File: config.mk
export PLATFORM = sky130hd
export DESIGN_NAME = adc_cfg_bank
export DESIGN_NICKNAME = d
export VERILOG_FILES = /design/src/rtl/adc_cfg_pkg.sv /design/src/rtl/adc_cfg_regfile.sv /design/src/rtl/adc_cfg_decode.sv /design/src/rtl/adc_cfg_formatter.sv /design/src/rtl/adc_cfg_bank.sv
export SDC_FILE = /design/constraint.sdc
export NUM_CORES = 1
export LEC_CHECK = 0
export BUFFER_PORTS_ARGS = -buffer_cell sky130_fd_sc_hd__buf_2
export CORE_MARGIN = 8
export CORE_UTILIZATION = 45
export DETAILED_ROUTE_END_ITERATION = 16
export GPL_ROUTABILITY_DRIVEN = 0
export HOLD_SLACK_MARGIN = 0.08
export SYNTH_ARGS = -nofsm -noshare
export SYNTH_HDL_FRONTEND = slang
export SYNTH_SLANG_ARGS = --single-unit
File: constraint.sdc
create_clock -name clk -period 8.5 [get_ports clk]
set_input_delay 0.85 -clock clk [delete_from_list [all_inputs] [get_ports clk]]
set_output_delay 0.85 -clock clk [all_outputs]
set_load 0.01 [all_outputs]
File: src/rtl/adc_cfg_pkg.sv
`timescale 1ns/1ps
// adc_cfg_pkg
// Shared widths, the entry layout and the channel validity rule for the
// ADC configuration bank. Assumes the alternate-location field is as wide
// as the bank pointer (bank depth of 2**LOC_W entries).
package adc_cfg_pkg;

    localparam int GAIN_W = 2;
    localparam int LOC_W  = 5;
    localparam int CHAN_W = 5;
    localparam int WORD_W = 16;
    localparam int RES_W  = 14;

    // One configuration entry, most significant field first.
    typedef struct packed {
        logic              rsvd;
        logic [GAIN_W-1:0] gain;
        logic [LOC_W-1:0]  alt_loc;
        logic              acq_ext;
        logic              align_left;
        logic              diff;
        logic [CHAN_W-1:0] chan;
    } cfg_entry_t;

    // Returns 1 when a channel code may be converted in the given mode.
    function automatic logic chan_ok(input logic diff, input logic [CHAN_W-1:0] code);
        logic ok;
        if (code < 5'd8) begin
            ok = 1'b1;                 // external inputs, both modes
        end else if (code < 5'd16) begin
            ok = !diff;                // single-ended only
        end else if (code < 5'd20) begin
            ok = 1'b1;                 // internal sources
        end else begin
            ok = (code == 5'd25);      // offset source; rest reserved
        end
        return ok;
    endfunction

endpackage

File: src/rtl/adc_cfg_regfile.sv
`timescale 1ns/1ps
// adc_cfg_regfile
// Storage for the configuration entries, the self-advancing pointer and the
// write gate. Port A follows the pointer; port B is addressed by the result
// path and returns only the fields the formatter needs.
// Assumes NUM_ENTRIES = 2**LOC_W so the pointer and alternate field match.
module adc_cfg_regfile
    import adc_cfg_pkg::*;
#(
    parameter int NUM_ENTRIES = 32,
    localparam int IDX_W      = $clog2(NUM_ENTRIES)
) (
    input  logic             clk,
    input  logic             rst_n,
    input  logic             cfg_sel,
    input  logic             avg_sel,
    input  logic             conv_busy,
    input  logic             wr_en,
    input  logic [WORD_W-1:0] wr_data,
    input  logic             idx_wr,
    input  logic [IDX_W-1:0] idx_wdata,
    output logic [IDX_W-1:0] idx_q,
    output cfg_entry_t       rd_entry_a,
    input  logic [IDX_W-1:0] rd_idx_b,
    output logic             rd_align_b,
    output logic [LOC_W-1:0] rd_loc_b
);

    localparam logic [IDX_W-1:0]  LAST_IDX = IDX_W'(NUM_ENTRIES - 1);
    localparam logic [WORD_W-1:0] KEEP     = {1'b0, {(WORD_W-1){1'b1}}};

    cfg_entry_t mem [NUM_ENTRIES];
    logic       wr_accept;
    logic [IDX_W-1:0] idx_next;

    // Accept a write only when routed to the bank and the converter is idle.
    always_comb begin
        wr_accept = wr_en && cfg_sel && !avg_sel && !conv_busy;
    end

    // Next pointer value after an accepted write, wrapping at the last entry.
    always_comb begin
        if (idx_q == LAST_IDX) begin
            idx_next = '0;
        end else begin
            idx_next = idx_q + IDX_W'(1);
        end
    end

    // Pointer register: direct load wins over the post-write step.
    always_ff @(posedge clk) begin
        if (!rst_n) begin
            idx_q <= '0;
        end else if (idx_wr) begin
            idx_q <= idx_wdata;
        end else if (wr_accept) begin
            idx_q <= idx_next;
        end
    end

    // Entry storage: clear on reset, write the pointed entry, keep bit 15 clear.
    always_ff @(posedge clk) begin
        for (int i = 0; i < NUM_ENTRIES; i++) begin
            if (!rst_n) begin
                mem[i] <= '0;
            end else if (wr_accept && (idx_q == IDX_W'(i))) begin
                mem[i] <= cfg_entry_t'(wr_data & KEEP);
            end
        end
    end

    // Read port A: entry under the pointer.
    always_comb begin
        rd_entry_a = mem[idx_q];
    end

    // Read port B: alignment and alternate location for the result path.
    always_comb begin
        rd_align_b = mem[rd_idx_b].align_left;
        rd_loc_b   = mem[rd_idx_b].alt_loc;
    end

    // An accepted write without a load moves the pointer on by one.
    assert_idx_step_R2: assert property (@(posedge clk) disable iff (!rst_n)
        (wr_accept && !idx_wr) |=>
            (idx_q == (($past(idx_q) == LAST_IDX) ? '0 : $past(idx_q) + IDX_W'(1))));

    // A write during a conversion leaves pointer and pointed entry alone.
    assert_busy_hold_R3: assert property (@(posedge clk) disable iff (!rst_n)
        (wr_en && conv_busy && !idx_wr) |=> ($stable(idx_q) && $stable(rd_entry_a)));

    // An accepted write is visible in the target entry next cycle.
    assert_wr_lands_R1: assert property (@(posedge clk) disable iff (!rst_n)
        wr_accept |=> (mem[$past(idx_q)] == cfg_entry_t'($past(wr_data) & KEEP)));

    // A write not routed to the bank changes neither pointer nor entry.
    assert_route_block_R1: assert property (@(posedge clk) disable iff (!rst_n)
        (wr_en && (!cfg_sel || avg_sel) && !idx_wr) |=>
            ($stable(idx_q) && $stable(rd_entry_a)));

endmodule

File: src/rtl/adc_cfg_decode.sv
`timescale 1ns/1ps
// adc_cfg_decode
// Splits one configuration entry into its fields and flags a channel code
// that cannot be converted in the entry's mode. Purely combinational.
module adc_cfg_decode
    import adc_cfg_pkg::*;
(
    input  cfg_entry_t        entry,
    output logic [GAIN_W-1:0] gain,
    output logic [LOC_W-1:0]  alt_loc,
    output logic              acq_ext,
    output logic              align_left,
    output logic              diff,
    output logic [CHAN_W-1:0] chan,
    output logic              chan_invalid
);

    // Field extraction from the packed entry.
    always_comb begin
        gain       = entry.gain;
        alt_loc    = entry.alt_loc;
        acq_ext    = entry.acq_ext;
        align_left = entry.align_left;
        diff       = entry.diff;
        chan       = entry.chan;
    end

    // Validity flag from the shared channel rule.
    always_comb begin
        chan_invalid = !chan_ok(entry.diff, entry.chan);
    end

    // Guard the stored layout and the reserved band of channel codes.
    always_comb begin
        assert_rsvd_zero_R5: assert (entry.rsvd == 1'b0);
        if (entry.chan >= 5'd20 && entry.chan <= 5'd24) begin
            assert_bad_band_R7: assert (chan_invalid);
        end
        if (entry.chan <= 5'd7) begin
            assert_ext_ok_R7: assert (!chan_invalid);
        end
    end

endmodule

File: src/rtl/adc_cfg_formatter.sv
`timescale 1ns/1ps
// adc_cfg_formatter
// Registers a finished conversion into a 16-bit word and a store address.
// Assumes the entry fields on align_in/loc_in belong to conv_entry in the
// strobe cycle. Outputs are valid one cycle after conv_done.
module adc_cfg_formatter
    import adc_cfg_pkg::*;
#(
    parameter int IDX_W = 5
) (
    input  logic              clk,
    input  logic              rst_n,
    input  logic              conv_done,
    input  logic [IDX_W-1:0]  conv_entry,
    input  logic [RES_W-1:0]  conv_result,
    input  logic              loc_override,
    input  logic              align_in,
    input  logic [LOC_W-1:0]  loc_in,
    output logic              res_we,
    output logic [IDX_W-1:0]  res_addr,
    output logic [WORD_W-1:0] res_word
);

    localparam int PAD_W = WORD_W - RES_W;

    logic [WORD_W-1:0] word_left;
    logic [WORD_W-1:0] word_right;
    logic [WORD_W-1:0] word_pick;
    logic [IDX_W-1:0]  addr_pick;

    // Both packings; pad width derived from the word and result widths.
    generate
        if (PAD_W > 0) begin : g_pad
            always_comb begin
                word_left  = {conv_result, {PAD_W{1'b0}}};
                word_right = {{PAD_W{conv_result[RES_W-1]}}, conv_result};
            end
        end else begin : g_nopad
            always_comb begin
                word_left  = conv_result;
                word_right = conv_result;
            end
        end
    endgenerate

    // Choose packing and destination for this conversion.
    always_comb begin
        word_pick = align_in ? word_left : word_right;
        addr_pick = loc_override ? IDX_W'(loc_in) : conv_entry;
    end

    // Output stage: strobe for one cycle, hold word and address between results.
    always_ff @(posedge clk) begin
        if (!rst_n) begin
            res_we   <= 1'b0;
            res_addr <= '0;
            res_word <= '0;
        end else begin
            res_we <= conv_done;
            if (conv_done) begin
                res_addr <= addr_pick;
                res_word <= word_pick;
            end
        end
    end

    // Strobe follows every finished conversion and nothing else.
    assert_we_follows_R9: assert property (@(posedge clk) disable iff (!rst_n)
        conv_done |=> res_we);
    assert_we_single_R9: assert property (@(posedge clk) disable iff (!rst_n)
        !conv_done |=> !res_we);

    // Default destination is the entry number itself.
    assert_default_slot_R9: assert property (@(posedge clk) disable iff (!rst_n)
        (conv_done && !loc_override) |=> (res_addr == $past(conv_entry)));

    // Left packing pads the low bits with zero.
    assert_left_pad_R8: assert property (@(posedge clk) disable iff (!rst_n)
        (conv_done && align_in) |=> (res_word[1:0] == 2'b00));

    // Right packing copies the result sign into the top bits.
    assert_sign_copy_R8: assert property (@(posedge clk) disable iff (!rst_n)
        (conv_done && !align_in) |=>
            (res_word[WORD_W-1] == $past(conv_result[RES_W-1])) &&
            (res_word[RES_W] == $past(conv_result[RES_W-1])));

endmodule

File: src/rtl/adc_cfg_bank.sv
`timescale 1ns/1ps
// adc_cfg_bank
// Top of the ADC configuration bank: indexed storage behind one data port,
// field decode of the pointed entry, and the conversion result formatter.
// Assumes a single clock, synchronous active-low reset, and that the
// sequencer presents conv_entry with conv_done.
module adc_cfg_bank
    import adc_cfg_pkg::*;
#(
    parameter int NUM_ENTRIES = 32,
    localparam int IDX_W      = $clog2(NUM_ENTRIES)
) (
    input  logic              clk,
    input  logic              rst_n,
    input  logic              cfg_sel,
    input  logic              avg_sel,
    input  logic              conv_busy,
    input  logic              wr_en,
    input  logic [WORD_W-1:0] wr_data,
    input  logic              idx_wr,
    input  logic [IDX_W-1:0]  idx_wdata,
    output logic [IDX_W-1:0]  idx_o,
    output logic [WORD_W-1:0] rd_data,
    output logic [GAIN_W-1:0] sel_gain,
    output logic [LOC_W-1:0]  sel_alt_loc,
    output logic              sel_acq_ext,
    output logic              sel_align_left,
    output logic              sel_diff,
    output logic [CHAN_W-1:0] sel_chan,
    output logic              sel_chan_invalid,
    input  logic              conv_done,
    input  logic [IDX_W-1:0]  conv_entry,
    input  logic [RES_W-1:0]  conv_result,
    input  logic              loc_override,
    output logic              res_we,
    output logic [IDX_W-1:0]  res_addr,
    output logic [WORD_W-1:0] res_word
);

    cfg_entry_t       entry_a;
    logic             align_b;
    logic [LOC_W-1:0] loc_b;

    adc_cfg_regfile #(
        .NUM_ENTRIES (NUM_ENTRIES)
    ) u_regs (
        .clk        (clk),
        .rst_n      (rst_n),
        .cfg_sel    (cfg_sel),
        .avg_sel    (avg_sel),
        .conv_busy  (conv_busy),
        .wr_en      (wr_en),
        .wr_data    (wr_data),
        .idx_wr     (idx_wr),
        .idx_wdata  (idx_wdata),
        .idx_q      (idx_o),
        .rd_entry_a (entry_a),
        .rd_idx_b   (conv_entry),
        .rd_align_b (align_b),
        .rd_loc_b   (loc_b)
    );

    // Raw readback of the pointed entry.
    always_comb begin
        rd_data = WORD_W'(entry_a);
    end

    adc_cfg_decode u_dec (
        .entry        (entry_a),
        .gain         (sel_gain),
        .alt_loc      (sel_alt_loc),
        .acq_ext      (sel_acq_ext),
        .align_left   (sel_align_left),
        .diff         (sel_diff),
        .chan         (sel_chan),
        .chan_invalid (sel_chan_invalid)
    );

    adc_cfg_formatter #(
        .IDX_W (IDX_W)
    ) u_fmt (
        .clk          (clk),
        .rst_n        (rst_n),
        .conv_done    (conv_done),
        .conv_entry   (conv_entry),
        .conv_result  (conv_result),
        .loc_override (loc_override),
        .align_in     (align_b),
        .loc_in       (loc_b),
        .res_we       (res_we),
        .res_addr     (res_addr),
        .res_word     (res_word)
    );

    // Reading never moves the pointer when no write or load is pending.
    assert_read_still_R6: assert property (@(posedge clk) disable iff (!rst_n)
        (!wr_en && !idx_wr) |=> $stable(idx_o));

    // Override sends the result to the alternate field of that entry.
    assert_alt_slot_R9: assert property (@(posedge clk) disable iff (!rst_n)
        (conv_done && loc_override && !wr_en) |=> (res_addr == IDX_W'($past(loc_b))));

endmodule

### Word level (Yosys, flattened, before mapping)

Memory sizes are Yosys's and may differ from the RTL's. A register that Yosys moved wholly into a read port is not among the register bits.
Cells that the tools add are included.

* register bits: 27
* RAM bits: 480
* input bits: 49
* output and inout port bits: 59
* logic and storage cells: 253
* memories kept: 1

* $add $sub $neg: 1
* order comparisons: 3
* equality and inequality tests: 32
* mux-type cells: 139
* bitwise gates (word level): 32
* reduce and logical (&&, ||, !) cells: 41

Memories
* u_regs.mem: words 32, width 15, rd ports 2, clocked after Yosys merged registers in 1, write ports 32, line adc_cfg_regfile.sv:32 `cfg_entry_t mem [NUM_ENTRIES];`

Operators with widths (number)
* 2-to-1 mux 15 bit: 33
* 2-to-1 mux 1 bit: 100
* == test 5 bit, second input constant: 17
* == test 5 x 4 -> 1 bit, second input constant: 8
* logical AND 1 bit: 35
* bitwise OR 1 bit: 32
* 2-to-1 mux 5 bit: 6
* == test 5 x 3 -> 1 bit, second input constant: 4
* == test 5 x 2 -> 1 bit, second input constant: 2
* < comparator 5 bit, second input constant: 2
* adder 5 x 1 -> 5 bit, second input constant: 1
* == test 5 x 1 -> 1 bit, second input constant: 1
* zero test 5 bit: 1
* < comparator 5 x 4 -> 1 bit, second input constant: 1
* zero test 1 bit: 4
* nonzero test 2 bit: 1

### Longest topological paths before layout

Gate-level depths: netlist of run 1.

* depth in word-level cells: 8
* gate-level depth with buffers: 8
* gate-level depth less buffers: 7

### Modules after synthesis

Synthesis of run 1 repeated with hierarchy kept, for this count alone.

* cell total of the unflattened synthesis: 1913
* area, all modules: 25336.8 µm²

Modules (own cells, without submodules)
* adc_cfg_regfile: instances 1, cells an instance 1797, area an instance 24254.5 µm², seq. area each 14614.0 µm²
* adc_cfg_formatter: instances 1, cells an instance 96, area an instance 945.9 µm², seq. area each 440.4 µm²
* adc_cfg_decode: instances 1, cells an instance 20, area an instance 136.4 µm², seq. area each 0.0 µm²

### Least setup slack after synthesis of run 1

OpenSTA, ideal clock, no wires.

* path kind: input port to flip-flop
* start point: input port avg_sel
* end point: memory u_regs.mem[0][0] (netlist bit), enable pin
* library setup time: 408 ps
* data arrival time: 2907 ps
* required time: 8092 ps
* slack: 5185 ps
* stages: 5
* path buffers: 2
* path through: nor4bb_1 clkbuf_1 nand2_1 buf_1 o21ai_0

RTL lines
* from (decl): line adc_cfg_bank.sv:16 `input logic avg_sel,`
* to (decl): line adc_cfg_regfile.sv:32

==> results.json, run 1 <==
{
  "outcome": "finished clean",
  "die-area_mm2": 0.0633,
  "rows": 86,
  "clock_path_buffers": 3,
  "critPathKind": "register to primary output",
  "synth-seq-cells": 512,
  "drc": 0,
  "crit_top_cell": "mux4_2",
  "antenna_found_initial": 6,
  "drt_first_pass_iters": 6,
  "worstHoldPathType": "register to register",
  "synth_area_mm2": 0.0250,
  "synth_area_leader_cell": "edfxtp_1",
  "fin_crit_ps": 4700,
  "io_buffers": 105,
  "relSlewSlack_pct": 20.7,
  "critPathCaptureType": "primary output",
  "final_nets": 1713,
  "clk_latency_ps": 610,
  "grt_max_degree": 94,
  "slowest_delay_ps": 870,
  "cp_num_buf_inv": 2,
  "routed_wl_um": 69100,
  "fmaxAchievable_mhz": 213,
  "gr-usage-all-layers_pct": 21.7,
  "finalCritPeriodShare_pct": 55.3,
  "slowest_stage": "dfxtp_4",
  "io_pins": 108,
  "skew_ps": 13.1,
  "cp_data_arrival_time_ps": 3850,
  "yosysSeqAreaShare_pct": 60.3,
  "synthArstFlopShare_pct": 0,
  "yosysWarningCount": 0,
  "p_per_area_mw_per_mm2": 204,
  "dp_hpwl_um": 40300,
  "drive_gt1_share_pct": 27.7,
  "overflow": 0,
  "clkTransAtPathRegs_ps": 60,
  "crit_chain": "buf_4, mux4_2, mux4_2, mux2_2, buf_2",
  "core_area_mm2": 0.0550,
  "syn-num-nets": 1675,
  "p_leak_nw": 9.98,
  "setup_viol": 0,
  "synth.avg_cell_area_um2": 15.4,
  "cp_top_family": "multiplexers",
  "syn2layout_area_growth_pct": 11.2,
  "hold_slack_ps": 462,
  "slew_violations": 0,
  "rsz0062_at_grt": "no",
  "wl_per_cell_um": 28.2,
  "cts_inserted_buffers": 54,
  "die_y_um": 252,
  "cts-root-buf": "clkbuf_16",
  "initial_core_util_pct": 45.4,
  "synth_top_area_share_pct": 57.7,
  "syn_inst": 1620,
  "layout_commonest_cell": "and2_1",
  "yosysUniqueCellTypes": 40,
  "vdd_ir_drop_max_v": 0.000183,
  "ant_nets": 0,
  "cts_tree": "built",
  "crit_required_ps": 7650,
  "cts_setup_buffers": 0,
  "die_x_um": 252,
  "vias": 14300,
  "fillers": 4608,
  "via_per_inst": 5.83,
  "ctsResizeCount": 0,
  "ys.flop_type": "edfxtp_1",
  "startpoint_type": "register",
  "synth.area.top_cells": "edfxtp_1 (58%), mux4_2 (18%), and2_1 (12%), dfxtp_1 (2.6%), clkbuf_1 (1.7%)",
  "critPathMaxFanout": 38,
  "setup_tns_ps": 0,
  "seqCellArea_mm2": 0.0151,
  "final_hold_viol_count": 0,
  "multi_input_comb_area_mm2": 0.00923,
  "ctsHoldBuffers": 0,
  "grt_pass1_vias": 14600,
  "drtIter0Drc": 1638,
  "cap_viol_max_count": 0,
  "mostFrequentLayoutCells": "and2_1 (483), edfxtp_1 (480), mux4_2 (198), buf_2 (105), clkbuf_16 (55)",
  "max_slew.worst_pin.slew_ps": 1190,
  "clock_sinks": 512,
  "synth_edf_count": 480,
  "grt_pass1_wl_um": 99800,
  "htreeDepth": 2
}
## layout make-up
cell class | count | area share [%]
repair buffers | 149 | 3.13
clock inverters | 22 | 0.636
well taps | 748 | 3.37
diodes | 5 | 0.0451
clock buffers | 75 | 5.23
multi-input cells | 938 | 33.3
inverters | 3 | 0.0406
flip-flops and latches | 512 | 54.3
## worst min-delay path, stage by stage, from the launching register on
cell and delay [ps]:
dfxtp_1 300, nand2b_1 60, a21boi_1 50
## through the flow
stage | instance area [um^2] | power, mW | cells | util, % | worst slack (ps)
6_report | 27800 | 5.66 | 2452 | 50.5 | 3800
5_1_grt | 27700 | 5.82 | 2447 | 50.4 | 3540
4_1_cts | 27700 | 5.70 | 2447 | 50.4 | 3690
3_5_place_dp | 26100 | 3.48 | 2350 | 47.5 | 4320
3_3_place_gp | 26100 | 3.47 | 2350 | 47.5 | 4300
2_1_floorplan | 25000 | 3.28 | 1620 | - | 5190
## cell families after synthesis
family | count (synthesis) | share of synthesized area (%)
flip-flops | 512 | 60.3
AND/OR/NAND/NOR | 581 | 13.9
adder cells (fa/ha/maj) | 6 | 0.301
other | 1 | 0.0150
AO/OA/AOI/OAI | 98 | 2.19
multiplexers | 252 | 20.1
buffers and inverters | 170 | 3.14
## synthesized netlist by cell type, drive strengths merged (2+ instances only)
cell type  instances
nor2              36
a21oi             19
nor3               3
mux2              20
nor2b              6
buf               57
a21boi             4
ha                 6
dfxtp             32
o21ai             57
and3               4
nand2             27
nand2b            10
inv                3
clkbuf           110
o22ai              6
edfxtp           480
mux2i             34
o221ai             2
and2             483
o211ai             2
mux4             198
o211a              2
nand3              8
## sequential cells by signal, summed over array words and instances, names as in the netlist, named ones only
register        count
u_fmt.res_addr      5
u_regs.mem        480
u_regs.idx_q        5
u_fmt.res_we        1
u_fmt.res_word     16
## path summary, 6_finish.rpt
kind	endpoint	startpoint	cells after the start	slack, ps
max	sel_align_left	register	5	3800
min	u_fmt.res_word[1]$_SDFFE_PN0P_	u_fmt.res_word[1]$_SDFFE_PN0P_	2	460
max reg2reg	u_regs.mem[0][14]$_SDFFCE_PN0P_	u_regs.idx_q[4]$_SDFFE_PN0N_	4	5890
min reg2reg	u_fmt.res_word[1]$_SDFFE_PN0P_	u_fmt.res_word[1]$_SDFFE_PN0P_	2	460
## layer usage
layer  wire length [um]  track usage, %  vias up
met5                  0               0        -
met4               1800            6.55        0
met3               6190            3.70       99
met2              32400            34.5      685
met1              28700            30.4     7407
li1                   -               -     6116
## where the power goes
| group | switching [mW] | internal, mW |
|---|---|---|
| registers | 0.0530 | 2.84 |
| clock network | 0.967 | 1.27 |
| logic | 0.306 | 0.224 |
| total | 1.33 | 4.34 |
Note: power is estimated with default switching activity, not from simulation.
==> inputs of run 2 (changes only) <==
Settings changed: ABC_AREA set to 1.
Clock period 8.5 ns to 4.9 ns, I/O delays scaled along.
==> run 2 against run 1 <==
Die area up 1.7%; first-iteration DRC count up 41%; design area up 0.22%; combinational power up 110%; register-to-register slack worse by 3600 ps; clock power up 83%; clock-buffer cell count down 10; sequential share of layout area down 0.13 points; clock skew up 6.9 ps; synthesized cell count up 69%; non-clock buffer count up 18; final cell count up 43%; critical path type unchanged; largest power group unchanged.
==> results.json, run 2 <==
{
  "outcome": "finished clean",
  "syn_inst": 2731,
  "yosysSeqAreaShare_pct": 59.3,
  "clock_sinks": 512,
  "power.share.clock_pct": 40.1,
  "cts_tree": "built",
  "die_x_um": 254,
  "initial_core_util_pct": 45.3,
  "ys.flop_type": "edfxtp_1",
  "vdd_ir_drop_max_v": 0.000239,
  "clock_path_buffers": 3,
  "final_nets": 2758,
  "synthArstFlopShare_pct": 0,
  "cp_data_arrival_time_ps": 3330,
  "gr-usage-all-layers_pct": 24.8,
  "fin_ws_ps": 1080,
  "rows": 87,
  "slowest_delay_ps": 530,
  "drt_first_pass_iters": 5,
  "reg_top3": "u_regs.mem x480, u_fmt.res_word x16",
  "relSlewSlack_pct": 15.3,
  "synth_area_mm2": 0.0254,
  "vias": 20600,
  "worstReg2RegEnd": "u_regs.mem[25][10]$_SDFFCE_PN0P_",
  "wl_per_cell_um": 23.3,
  "cts_inserted_buffers": 55,
  "synth_area_leader_cell": "edfxtp_1",
  "top_register": "u_regs.mem",
  "crit_chain": "inv_6, buf_12, nor2_1, nor2_1, a21oi_1, a21oi_1, o21ai_0, nand2_1, nor2_1, a21oi_1, buf_2",
  "routed_wl_um": 81600,
  "drive_gt1_share_pct": 10.9,
  "r2r-start": "u_regs.idx_q[4]$_SDFFE_PN0N_",
  "antenna_found_initial": 0,
  "synth.avg_cell_area_um2": 9.30,
  "synth_edf_count": 480,
  "fmaxAchievable_mhz": 262,
  "htreeDepth": 2,
  "overflow": 0,
  "p_per_area_mw_per_mm2": 367,
  "ant_nets": 0,
  "syn2layout_area_growth_pct": 9.46,
  "layout_commonest_cell": "nor2_1",
  "yosysWarningCount": 0,
  "mostFrequentLayoutCells": "nor2_1 (719), edfxtp_1 (480), nand2_1 (377), nand3_1 (252), o21ai_0 (204)",
  "drc": 0,
  "dp_hpwl_um": 47400,
  "syn-num-nets": 2786,
  "clk_latency_ps": 610,
  "via_per_inst": 5.89,
  "clkTransAtPathRegs_ps": 60,
  "internal-power_mw": 7.57,
  "io_pins": 108,
  "p_sw_mw": 2.63,
  "drtIter0Drc": 2302,
  "place_ws_ps": 1730,
  "setup_tns_ps": 0,
  "finalCritPeriodShare_pct": 78.0,
  "synth.area.top_cells": "edfxtp_1 (57%), nor2_1 (11%), nand2_1 (5.6%), nand3_1 (5.0%), o21ai_0 (4.6%)",
  "fin_crit_ps": 3820,
  "die_y_um": 254,
  "p_leak_nw": 10.8,
  "grt_pass1_vias": 20100,
  "synth-seq-cells": 512,
  "antenna_cells": 0,
  "core_area_mm2": 0.0561,
  "cap_viol_max_count": 0,
  "io_buffers": 105,
  "r2r_slack_ps": 2290,
  "p_sw_share_pct": 25.8,
  "crit_path_end": "rd_data[11]",
  "slew_violations": 0,
  "critPathKind": "register to primary output",
  "max_slew.worst_pin.slew_ps": 1270,
  "grt_pass1_wl_um": 121000,
  "synthTopCellsByCount": "nor2_1 (719), edfxtp_1 (480), nand2_1 (377), nand3_1 (252), o21ai_0 (234)",
  "final_hold_viol_count": 0,
  "cts-root-buf": "clkbuf_16",
  "largest_reg_flops": 480,
  "synth_top_area_share_pct": 56.7,
  "skew_ps": 20.0,
  "power_frac_comb_pct": 10.9,
  "critPathMaxFanout": 78,
  "yosysMostFrequentCell": "nor2_1",
  "setup_viol": 0,
  "startpoint_type": "register",
  "crit_required_ps": 4410,
  "rsz0062_at_grt": "no",
  "critPathCaptureType": "primary output",
  "grt_max_degree": 150,
  "die-area_mm2": 0.0643,
  "yosysUniqueCellTypes": 38,
  "r2r_cells": 5,
  "slowest_stage": "inv_6",
  "seqPwrFrac_pct": 49.0,
  "worstHoldPathType": "primary input to register"
}
## run 2: changes by cell type after synthesis, moves of 43 or more
cell	change
buf_2	+52
inv_1	+98
and2_1	-483
o21ai_0	+178
o221ai_1	+53
nor2_1	+683
a21oi_1	+52
nand2_1	+350
nand3_1	+244
mux4_2	-198
o211ai_1	+43
## run 2: critical path, delay by kind of cell, from the launching register on
family	cells	cell delay, ps
buffers and inverters	3	1100
AOI/OAI and AO/OA	4	710
DFF	1	470
and+or+nand+nor	4	370
## run 2: through the flow
stage	hold slack [ps]	utilization, %	std cells	total power [mW]	instance area [um^2]
5_1_grt	181	49.6	3504	10.5	27800
3_5_place_dp	455	46.5	3401	6.18	26000
3_3_place_gp	454	46.5	3401	6.15	26000
2_1_floorplan	490	-	2731	5.80	25400
6_report	172	49.6	3504	10.2	27800
4_1_cts	139	49.6	3504	10.2	27800
## run 2: logic make-up (layout without fill, tap and decap cells)
group | after synthesis | count (layout) | share of synthesized area, %
compound gates | 458 | 458 | 10.5
fa+ha+maj | 6 | 6 | 0.295
other cells | 1 | 1 | 0.0148
xor+xnor | 1 | 1 | 0.0345
simple gates | 1394 | 1394 | 23.0
flops | 512 | 512 | 59.3
buf+inv | 359 | 376 | 6.89
## run 2: worst min-delay path by stage
stage / from / end / slack, ps / cells past startpoint
6_report: idx_wdata[1] / register / 170 / 3
5_1_grt: conv_result[1] / u_fmt.res_word[1]$_SDFFE_PN0P_ / 180 / 3
4_1_cts: idx_wdata[1] / register / 140 / 3
3_5_place_dp: u_fmt.res_word[11]$_SDFFE_PN0P_ / u_fmt.res_word[11]$_SDFFE_PN0P_ / 450 / 2
3_3_place_gp: u_fmt.res_addr[3]$_SDFFE_PN0P_ / u_fmt.res_addr[3]$_SDFFE_PN0P_ / 450 / 2
2_1_floorplan: u_fmt.res_addr[2]$_SDFFE_PN0P_ / u_fmt.res_addr[2]$_SDFFE_PN0P_ / 490 / 2
## run 2: cell type report
cell class	count	area [um^2]
fillers	5238	28200
clock inverters	37	319
flip-flops and latches	512	15100
repair buffers	167	1030
clock buffers	65	1440
multi-input cells	1860	8600
well taps	756	946
inverters	107	414
## run 2: what timing repair did
item                                   4_1_cts  5_1_grt
hold buffers                                 1        0
endpoints found under the hold margin        1        0
buffers inserted                             0        0
gates resized for setup                      0        0
## run 2: power by group through the flow
stage	clock (mW)	combinational (mW)	sequential [mW]
2_1_floorplan	0	0.726	5.07
5_1_grt	4.28	1.20	5.01
3_5_place_dp	0	1.09	5.08
4_1_cts	4.14	1.10	4.99
3_3_place_gp	0	1.08	5.08
6_report	4.09	1.11	4.99
## run 2: metal layers
metal | up-vias | global-route usage, % | part of all wire (%) | wire length, um
li1 | 9269 | - | - | -
met1 | 10000 | 32.5 | 40 | 32500
met2 | 1149 | 40.3 | 46 | 37800
met3 | 205 | 4.34 | 9.8 | 7980
met4 | 0 | 10.7 | 4.1 | 3340
met5 | - | 0 | 0 | 0
